--- src/rtl/mlc_refresh_pkg.sv ---
package mlc_refresh_pkg;

  typedef struct packed {
    logic clear;   // start of page: counts restart from zero
    logic accept;  // a symbol pair is consumed this cycle
    logic last;    // the consumed pair closes the page
  } judge_ctrl_t;

  // threshold-voltage rank of a 2-bit cell code, lowest charge first
  function automatic logic [1:0] cellLevel(input logic [1:0] code);
    case (code)
      2'b11:   cellLevel = 2'd0;
      2'b10:   cellLevel = 2'd1;
      2'b01:   cellLevel = 2'd2;
      default: cellLevel = 2'd3;
    endcase
  endfunction

endpackage

--- src/rtl/mlc_shift_datapath.sv ---
module mlc_shift_datapath
  import mlc_refresh_pkg::*;
#(
  parameter int LANES = 8,
  parameter int CNT_W = 12
) (
  input  logic                 clk,
  input  logic                 rstN,
  input  judge_ctrl_t          ctrl,
  input  logic [2*LANES-1:0]   rawData,
  input  logic [2*LANES-1:0]   corData,
  input  logic [CNT_W-1:0]     threshold,
  output logic [CNT_W-1:0]     rightCount,
  output logic [CNT_W-1:0]     leftCount,
  output logic                 remap
);
  localparam int SUM_W = $clog2(LANES + 1);
  localparam logic [CNT_W-1:0] CNT_MAX = {CNT_W{1'b1}};

  logic [LANES-1:0] rightBit, leftBit;
  logic [SUM_W-1:0] rightBeat, leftBeat;
  logic [CNT_W-1:0] rightBase, leftBase, rightNext, leftNext;

  // per-cell shift direction
  for (genvar g = 0; g < LANES; g++) begin : g_lane
    logic [1:0] rawLvl, corLvl;
    assign rawLvl      = cellLevel(rawData[2*g +: 2]);
    assign corLvl      = cellLevel(corData[2*g +: 2]);
    assign rightBit[g] = rawLvl > corLvl;
    assign leftBit[g]  = rawLvl < corLvl;
  end

  always_comb begin
    rightBeat = '0;
    leftBeat  = '0;
    for (int i = 0; i < LANES; i++) begin
      rightBeat = rightBeat + SUM_W'(rightBit[i]);
      leftBeat  = leftBeat  + SUM_W'(leftBit[i]);
    end
  end

  function automatic logic [CNT_W-1:0] satAdd(input logic [CNT_W-1:0] base,
                                             input logic [SUM_W-1:0] inc);
    logic [CNT_W:0] wide;
    wide = {1'b0, base} + (CNT_W+1)'(inc);
    satAdd = wide[CNT_W] ? CNT_MAX : wide[CNT_W-1:0];
  endfunction

  assign rightBase = ctrl.clear ? '0 : rightCount;
  assign leftBase  = ctrl.clear ? '0 : leftCount;
  assign rightNext = ctrl.accept ? satAdd(rightBase, rightBeat) : rightBase;
  assign leftNext  = ctrl.accept ? satAdd(leftBase, leftBeat) : leftBase;

  always_ff @(posedge clk or negedge rstN) begin
    if (!rstN) begin
      rightCount <= '0;
      leftCount  <= '0;
      remap      <= 1'b0;
    end else begin
      if (ctrl.clear || ctrl.accept) begin
        rightCount <= rightNext;
        leftCount  <= leftNext;
      end
      if (ctrl.accept && ctrl.last)
        remap <= rightNext >= threshold;
    end
  end

endmodule

--- src/rtl/mlc_refresh_ctrl.sv ---
module mlc_refresh_ctrl
  import mlc_refresh_pkg::*;
(
  input  logic        clk,
  input  logic        rstN,
  input  logic        startPage,
  input  logic        rawValid,
  input  logic        rawLast,
  input  logic        corValid,
  input  logic        ackDecision,
  output logic        rawReady,
  output logic        corReady,
  output judge_ctrl_t ctrl,
  output logic        done,
  output logic        pending
);
  logic accept;

  assign accept   = rawValid && corValid && !pending;
  assign rawReady = corValid && !pending;
  assign corReady = rawValid && !pending;

  assign ctrl.clear  = startPage;
  assign ctrl.accept = accept;
  assign ctrl.last   = rawLast;

  always_ff @(posedge clk or negedge rstN) begin
    if (!rstN) begin
      pending <= 1'b0;
      done    <= 1'b0;
    end else begin
      done <= accept && rawLast;
      if (accept && rawLast)
        pending <= 1'b1;
      else if (ackDecision)
        pending <= 1'b0;
    end
  end

endmodule

--- src/rtl/mlc_refresh_judge.sv ---
module mlc_refresh_judge
  import mlc_refresh_pkg::*;
#(
  parameter int LANES = 8,
  parameter int CNT_W = 12
) (
  input  logic               clk,
  input  logic               rstN,
  input  logic               startPage,
  input  logic               rawValid,
  output logic               rawReady,
  input  logic               rawLast,
  input  logic [2*LANES-1:0] rawData,
  input  logic               corValid,
  output logic               corReady,
  input  logic [2*LANES-1:0] corData,
  input  logic [CNT_W-1:0]   threshold,
  input  logic               ackDecision,
  output logic               done,
  output logic               decisionValid,
  output logic               remap,
  output logic [CNT_W-1:0]   rightCount,
  output logic [CNT_W-1:0]   leftCount
);
  judge_ctrl_t ctrl;

  mlc_refresh_ctrl u_ctrl (
    .clk(clk), .rstN(rstN), .startPage(startPage),
    .rawValid(rawValid), .rawLast(rawLast), .corValid(corValid),
    .ackDecision(ackDecision), .rawReady(rawReady), .corReady(corReady),
    .ctrl(ctrl), .done(done), .pending(decisionValid)
  );

  mlc_shift_datapath #(.LANES(LANES), .CNT_W(CNT_W)) u_dp (
    .clk(clk), .rstN(rstN), .ctrl(ctrl), .rawData(rawData),
    .corData(corData), .threshold(threshold),
    .rightCount(rightCount), .leftCount(leftCount), .remap(remap)
  );

endmodule

--- config.mk ---
export PLATFORM = sky130hd
export DESIGN_NAME = mlc_refresh_judge
export DESIGN_NICKNAME = d
export VERILOG_FILES = /design/src/rtl/mlc_refresh_pkg.sv /design/src/rtl/mlc_shift_datapath.sv /design/src/rtl/mlc_refresh_ctrl.sv /design/src/rtl/mlc_refresh_judge.sv
export SDC_FILE = /design/constraint.sdc
export NUM_CORES = 1
export LEC_CHECK = 0
export ABC_CLOCK_PERIOD_IN_PS = 3900
export BUFFER_PORTS_ARGS = -buffer_cell sky130_fd_sc_hd__buf_2
export CAP_MARGIN = 40
export CORE_UTILIZATION = 55
export CTS_BUF_LIST = sky130_fd_sc_hd__clkbuf_8
export DETAILED_ROUTE_END_ITERATION = 8
export GPL_TIMING_DRIVEN = 1
export PLACE_DENSITY_LB_ADDON = 0.25
export SLEW_MARGIN = 20
export SYNTH_ARGS = -nofsm -noshare
export SYNTH_HDL_FRONTEND = slang
export SYNTH_SLANG_ARGS = --single-unit
export TNS_END_PERCENT = 20
--- constraint.sdc ---
create_clock -name clk -period 3.9 [get_ports clk]
set_clock_uncertainty 0.2 [all_clocks]
set_input_delay 0.39 -clock clk [delete_from_list [all_inputs] [get_ports clk]]
set_output_delay 0.39 -clock clk [all_outputs]
set_load 0.01 [all_outputs]
==> impl_metrics.csv, run 1 <==
group,metric,value,unit
critical_path,worstSetupEndpointType,"flip-flop",
sta,finalWorstSetupSlack,-1.45,ns
sta,fin_crit_period,5.35,ns
sta,hold_ws,0.116,ns
floorplan,core_area,4880,sq um
yosys,synth_top_area_share,23.6,%
critical_path,combined_buffer_and_inverter_count_along_the_critical_path,5,
critical_path,critical_path_cell_count,23,
layout,post_route_cells_drive_above_1_share,43.3,%
sta,final-max-slew-violation-count,0,
layout,layout.cells.non_filler,522,
floorplan,die_area,5500,sq um
worst_hold_path,hp-class,"in2reg",
worst_hold_path,timing.hold.worst_path_depth,2,
layout,fin_util,85.4,%
cts,cts_root_buffer,"sky130_fd_sc_hd__clkbuf_8",
drt,drc_errors,0,
sta,timing.fmax,187,MHz
critical_path,timing.reg2reg.setup_slack,0.66,ns
pwr,reported_leakage_power,2.16,nW
grt,grt_util_all_layers,29.5,%
placement,place.port_buffers,79,
drt,post_drt_wl_per_cell,18.8,um
cts,tritoncts_num_sinks,27,
layout,filler_cells,274,
placement,place_inst,499,
status,outcome,"finished, violations left",
drt,dr.first_iter.drc_count,252,
placement,place.detailed.hpwl,5440,um
flow_run,cap_violations,0,
floorplan,ios,80,
pwr,power.density_cell_area,327,nW/um^2
yosys,async_flop_share,100,%
sta,finalHoldViolCount,0,
drt,drt.antenna.violating_nets,0,
critical_path,critical-path-top-delay-family,"adder cells",
placement,gp_congestion,0.820,
critical_path,max_stage_delay,0.49,ns
critical_path,r2r_cells,9,
cts,tritoncts.num_buffers,3,
critical_path,worst_ep_arrival_time,5.34,ns
grt,first_global_vias,2884,
layout,post-route-cell-area,4170,sq um
yosys,synth_largest_area_cell,"sky130_fd_sc_hd__dfrtp_1",
cts,worstSkewPairLatency,0.29,ns
grt,wire_length_of_the_first_global_routing_pass,12500,um
yosys,syn_inst,345,
sta,finalCritPeriodShare,137,%
critical_path,critical-path-top-cell-by-count,"sky130_fd_sc_hd__inv_2",
grt,initial_antenna_violation_count,0,
critical_path,crit_start_category,"input port",
sta,worst_slew_margin_rel,55.4,%
critical_path,crit_path_max_fanout,7,
pwr,worst_vdd_rail_ir_drop,0.247,mV
cts,cts_tree,"yes",
grt,grt_overflow,0,
cts,htreeDepth,1,
sta,rsz0062_at_grt,"true",
drt,detail_route.first_pass.iterations,5,
yosys,netlist_top_cells_area,"sky130_fd_sc_hd__dfrtp_1 (24%), sky130_fd_sc_hd__ha_1 (18%), sky130_fd_sc_hd__inv_1 (7.3%), sky130_fd_sc_hd__fa_1 (7.0%), sky130_fd_sc_hd__a21oi_1 (5.2%)",
drt,detailroute.via_count,3176,
floorplan,row_count,25,
placement,placed_cell_area,3570,sq um
grt,grt_max_degree,33,
critical_path,crit_chain,"buf_6 -> ha_4 -> a21oi_4 -> a21oi_2 -> ha_1 -> inv_2 -> fa_1 -> inv_1 -> fa_1 -> fa_2 -> inv_2 -> fa_2 -> inv_2 -> ha_4 -> a211o_1 -> a21oi_4 -> nor4_2 -> a211oi_2 -> ha_1 -> a21oi_1 -> o21ai_1 -> mux2i_1 -> o41ai_2",
yosys,synth.distinct_cells,44,
status,failing_checks,"negative setup slack",
yosys,postSynthNetCount,448,
floorplan,die_h,74.2,um
critical_path,critPathKind,"in2reg",
yosys,synth_ff_type,"sky130_fd_sc_hd__dfrtp_1",
floorplan,die_w,74.2,um
floorplan,start_util,58.7,%
yosys,synth_edf_count,0,
yosys,syn_area_per_cell,8.31,sq um
layout,antenna_cells_inserted,0,
sta,setup_viol,25,
yosys,syn-cell-area,2870,sq um
critical_path,cp.required,3.88,ns
yosys,yosys_warnings,0,
sta,max_slew.worst_pin.slew,0.670,ns
sta,totalNegativeSetupSlack,-13.76,ns
drt,route.detailed.vias_per_inst,6.08,
cts,clkTransAtPathRegs,0.11,ns
layout,synthToLayoutAreaGrowth,45.4,%
layout,finish.net_count,559,
critical_path,critical_path_top_delay_cell,"sky130_fd_sc_hd__fa_1",
cts,cts_buffer_depth,2,
yosys,synth-seq-area-share,23.6,%
drt,routed_wl,9810,um
yosys,synth_seq_cells,27,
==> where the power goes <==
part | switching (mW) | internal (mW)
Sequential | 0.0128 | 0.304
Clock | 0.109 | 0.0731
Combinational | 0.468 | 0.394
==> timing repair <==
action                                  4_1_cts  5_1_grt
hold endpoints to repair                     27        0
gates resized for setup                      40       48
hold buffers                                  1        0
pin swaps                                    33       28
endpoints found under the setup margin       25       25
buffers inserted                             17       11
==> kinds of logic after synthesis <==
| logic type | share of synthesized area (%) |
|---|---|
| AND/OR/NAND/NOR | 18.7 |
| XOR/XNOR | 2.14 |
| AO/OA/AOI/OAI | 18.8 |
| adder cells (fa/ha/maj) | 25.3 |
| buffers and inverters | 10.4 |
| flip-flops | 23.6 |
| multiplexers | 1.05 |
==> per-stage QoR <==
step                worst slack (ns)  total power, mW
floorplan                      -1.45            0.797
global placement               -1.68            0.983
detailed placement             -1.89             1.02
CTS                            -1.35             1.25
global route                   -1.61             1.46
finish                         -1.45             1.36
==> placed cells by master, fill, tap and decap left out, drive strengths merged, types with 3 or more instances in the layout <==
cell / n
a211oi: 10
a21o: 6
a21oi: 31
a31oi: 6
and3: 3
and3b: 3
and4: 3
buf: 127
clkbuf: 3
dfrtp: 27
fa: 10
ha: 42
inv: 56
mux2i: 3
nand2: 19
nand3: 11
nand3b: 4
nand4: 3
nor2: 12
nor2b: 20
nor4: 4
o211ai: 4
o21a: 3
o21ai: 15
or3: 4
xnor2: 5
==> flip-flops by register name (all words and copies together) (netlist names) <==
register / cells
u_dp.leftCount: 12
u_dp.rightCount: 12
u_ctrl.done: 1
u_ctrl.pending: 1
u_dp.remap: 1
==> cell type report <==
type / count / area (sq um) / area share [%]
well taps: 67 / 83.8 / 2.01
multi-input cells: 240 / 2300 / 55.2
inverters: 56 / 213 / 5.11
clock inverters: 1 / 7.51 / 0.180
repair buffers: 128 / 847 / 20.3
clock buffers: 3 / 41.3 / 0.991
flip-flops and latches: 27 / 676 / 16.2
==> per-layer routing <==
layer	GRT usage [%]	vias to the layer above	part of all wire, %	wire length [um]
met5	0	-	0	0
met4	9.19	0	5.5	538
met3	4.88	56	7.0	686
met2	54.2	214	48	4710
met1	34.9	1505	39	3870
li1	-	1401	-	-
==> synth_stat cells, types with 3 or more instances <==
| cell | instances |
|---|---|
| sky130_fd_sc_hd__a21o_1 | 6 |
| sky130_fd_sc_hd__a31oi_1 | 6 |
| sky130_fd_sc_hd__nand4_1 | 3 |
| sky130_fd_sc_hd__and4_1 | 3 |
| sky130_fd_sc_hd__nor2b_1 | 20 |
| sky130_fd_sc_hd__ha_1 | 42 |
| sky130_fd_sc_hd__and3b_1 | 3 |
| sky130_fd_sc_hd__nor2_1 | 12 |
| sky130_fd_sc_hd__buf_2 | 4 |
| sky130_fd_sc_hd__nand3_1 | 11 |
| sky130_fd_sc_hd__xnor2_1 | 5 |
| sky130_fd_sc_hd__nand3b_1 | 4 |
| sky130_fd_sc_hd__mux2i_1 | 3 |
| sky130_fd_sc_hd__o211ai_1 | 4 |
| sky130_fd_sc_hd__a211oi_1 | 8 |
| sky130_fd_sc_hd__and3_1 | 3 |
| sky130_fd_sc_hd__a21oi_1 | 30 |
| sky130_fd_sc_hd__o21ai_0 | 15 |
| sky130_fd_sc_hd__o21a_1 | 3 |
| sky130_fd_sc_hd__nand2_1 | 19 |
| sky130_fd_sc_hd__inv_1 | 56 |
| sky130_fd_sc_hd__clkbuf_1 | 17 |
| sky130_fd_sc_hd__nor4_1 | 3 |
| sky130_fd_sc_hd__or3_1 | 4 |
| sky130_fd_sc_hd__fa_1 | 10 |
| sky130_fd_sc_hd__dfrtp_1 | 27 |
==> path summary, 6_finish.rpt <==
kind / from / endpoint
setup / recovery: corData[3] / u_dp.remap
hold / removal: ackDecision / u_ctrl.pending
setup reg to reg: u_ctrl.pending / u_dp.remap
hold reg to reg: u_dp.leftCount[11] / u_dp.leftCount[11]
max in group asynchronous: rstN / u_dp.rightCount[1]
min in group asynchronous: rstN / u_dp.leftCount[0]
(Power assumes the default switching activity.)
==> inputs of run 2 (changes only) <==
--- a/config.mk
+++ b/config.mk
@@ -10,8 +10,10 @@
 export CAP_MARGIN = 40
 export CORE_UTILIZATION = 55
 export CTS_BUF_LIST = sky130_fd_sc_hd__clkbuf_8
+export CTS_CLUSTER_DIAMETER = 80
 export DETAILED_ROUTE_END_ITERATION = 8
 export GPL_TIMING_DRIVEN = 1
+export MAX_ROUTING_LAYER = met4
 export PLACE_DENSITY_LB_ADDON = 0.25
 export SLEW_MARGIN = 20
 export SYNTH_ARGS = -nofsm -noshare
==> impl_metrics.csv, run 2 (synthesis gave the netlist of run 1 again) <==
group,metric,value,unit
status,outcome,"finished, violations left",
status,failing_checks,"negative setup slack",
critical_path,timing.reg2reg.setup_slack,0.66,ns
critical_path,max_stage_delay,0.57,ns
floorplan,die_w,74.2,um
layout,synthToLayoutAreaGrowth,45.4,%
pwr,p_total,1.36,mW
sta,rsz0062_at_grt,"true",
layout,biggestRegsByFlops,"u_dp.leftCount (12), u_dp.rightCount (12)",
critical_path,worstSetupEndpointType,"flip-flop",
sta,finalWorstSetupSlack,-1.47,ns
sta,fin_crit_period,5.37,ns
critical_path,crit_path_max_fanout,7,
layout,post_route_cells_drive_above_1_share,43.3,%
floorplan,start_util,58.7,%
critical_path,crit-reg2reg-capture,"u_dp.remap",
critical_path,critical-path-top-delay-family,"adder cells",
sta,final-max-slew-violation-count,0,
drt,post_drt_wl_per_cell,18.7,um
drt,drt.antenna.violating_nets,0,
drt,detail_route.first_pass.iterations,4,
grt,grt_util_all_layers,30.4,%
flow_run,cap_violations,0,
sta,max_slew.worst_pin.slew,0.682,ns
floorplan,die_h,74.2,um
drt,dr.first_iter.drc_count,288,
layout,fin_util,85.4,%
layout,finish.net_count,559,
layout,final_cell_mix,"sky130_fd_sc_hd__buf_2 (75), sky130_fd_sc_hd__inv_1 (46), sky130_fd_sc_hd__buf_4 (33)",
placement,place.port_buffers,79,
floorplan,core_area,4880,sq um
sta,finalCritPeriodShare,138,%
critical_path,worst_ep_arrival_time,5.35,ns
worst_hold_path,worstHoldStart,"ackDecision",
cts,tritoncts.num_buffers,3,
drt,detailroute.via_count,3160,
sta,worst_slew_margin_rel,54.5,%
cts,clkTransAtPathRegs,0.11,ns
floorplan,ios,80,
cts,tritoncts_num_sinks,27,
sta,finalHoldViolCount,0,
placement,place.detailed.hpwl,5440,um
grt,first_global_vias,2896,
placement,place_inst,499,
critical_path,rr_startpoint,"u_ctrl.pending",
critical_path,crit_start_category,"input port",
critical_path,cp.required,3.88,ns
drt,drc_errors,0,
critical_path,r2r_cells,9,
worst_hold_path,timing.hold.worst_path_depth,2,
grt,wire_length_of_the_first_global_routing_pass,12500,um
pwr,reported_leakage_power,2.16,nW
drt,routed_wl,9750,um
pwr,worst_vdd_rail_ir_drop,0.247,mV
floorplan,row_count,25,
grt,grt_overflow,0,
layout,most_common_cell_after_layout_fill_and_taps_aside,"sky130_fd_sc_hd__buf_2",
critical_path,critPathKind,"in2reg",
placement,placed_cell_area,3570,sq um
cts,htreeDepth,1,
grt,grt_max_degree,33,
cts,worstSkewPairLatency,0.29,ns
worst_hold_path,timing.hold.worst_endpoint,"u_ctrl.pending",
cts,cts_buffer_depth,2,
layout,post-route-cell-area,4170,sq um
critical_path,combined_buffer_and_inverter_count_along_the_critical_path,4,
sta,setup_viol,25,
layout,layout.cells.non_filler,522,
grt,initial_antenna_violation_count,0,
critical_path,crit_chain,"buf_6 -> ha_4 -> a21oi_4 -> a21oi_2 -> ha_1 -> inv_2 -> fa_1 -> inv_1 -> fa_1 -> fa_2 -> inv_2 -> fa_2 -> xnor2_1 -> ha_2 -> a211o_1 -> a21oi_4 -> or4b_4 -> a211oi_4 -> ha_4 -> a21oi_2 -> o21ai_1 -> mux2i_1 -> o41ai_2",
floorplan,die_area,5500,sq um
worst_hold_path,hp-class,"in2reg",
sta,totalNegativeSetupSlack,-14.07,ns
layout,antenna_cells_inserted,0,
critical_path,critical_path_top_delay_cell,"sky130_fd_sc_hd__or4b_4",
drt,route.detailed.vias_per_inst,6.05,
placement,gp_congestion,0.832,
pwr,power.density_cell_area,327,nW/um^2
cts,cts_tree,"yes",
sta,timing.fmax,186,MHz
cts,cts_root_buffer,"sky130_fd_sc_hd__clkbuf_8",
## run 2: cell counts in the layout (fill, tap and decap cells not counted)
Identical to the previous run, type by type.
## run 2: what timing repair did
action	CTS	global route
resized for setup	40	48
endpoints found under the setup margin	25	25
buffers inserted	17	11
hold endpoints to repair	27	0
pin swaps	33	28
hold buffers	1	0
## run 2: where the power goes
part	leakage (nW)	internal [mW]	total [mW]	switching [mW]
clock network	0.0217	0.0730	0.181	0.108
logic	1.77	0.395	0.864	0.469
registers	0.370	0.304	0.317	0.0134
## run 2: routing by layer
metal | global-route usage (%) | up-vias | part of all wire (%)
li1 | - | 1407 | -
met1 | 34.9 | 1510 | 40
met2 | 54.0 | 188 | 48
met3 | 5.15 | 55 | 6.6
met4 | 9.19 | 0 | 5.6
met5 | - | - | 0
## run 2: worst max path at each step
stage	from	end	slack [ns]	depth (start not counted)
4_1_cts	rawData[3]	u_dp.remap	-1.35	25
3_5_place_dp	rawData[3]	u_dp.remap	-1.89	24
5_1_grt	corData[3]	u_dp.remap	-1.61	23
2_1_floorplan	corData[1]	u_dp.remap	-1.45	23
6_report	corData[3]	u_dp.remap	-1.47	23
3_3_place_gp	corData[1]	u_dp.remap	-1.68	23
## run 2: layout make-up
cell class	count	area (sq um)
Inverter	56	213
Fill cell	274	714
Clock buffer	3	41.3
Tap cell	67	83.8
Clock inverter	1	7.51
Timing Repair Buffer	128	847
Multi-Input combinational cell	240	2300
Sequential cell	27	676
## run 2: through the flow
step | hold slack [ns] | setup slack, ns
floorplan | -0.106 | -1.45
global placement | 0.237 | -1.68
detailed placement | 0.246 | -1.89
CTS | 0.0740 | -1.35
global route | 0.102 | -1.61
finish | 0.102 | -1.47
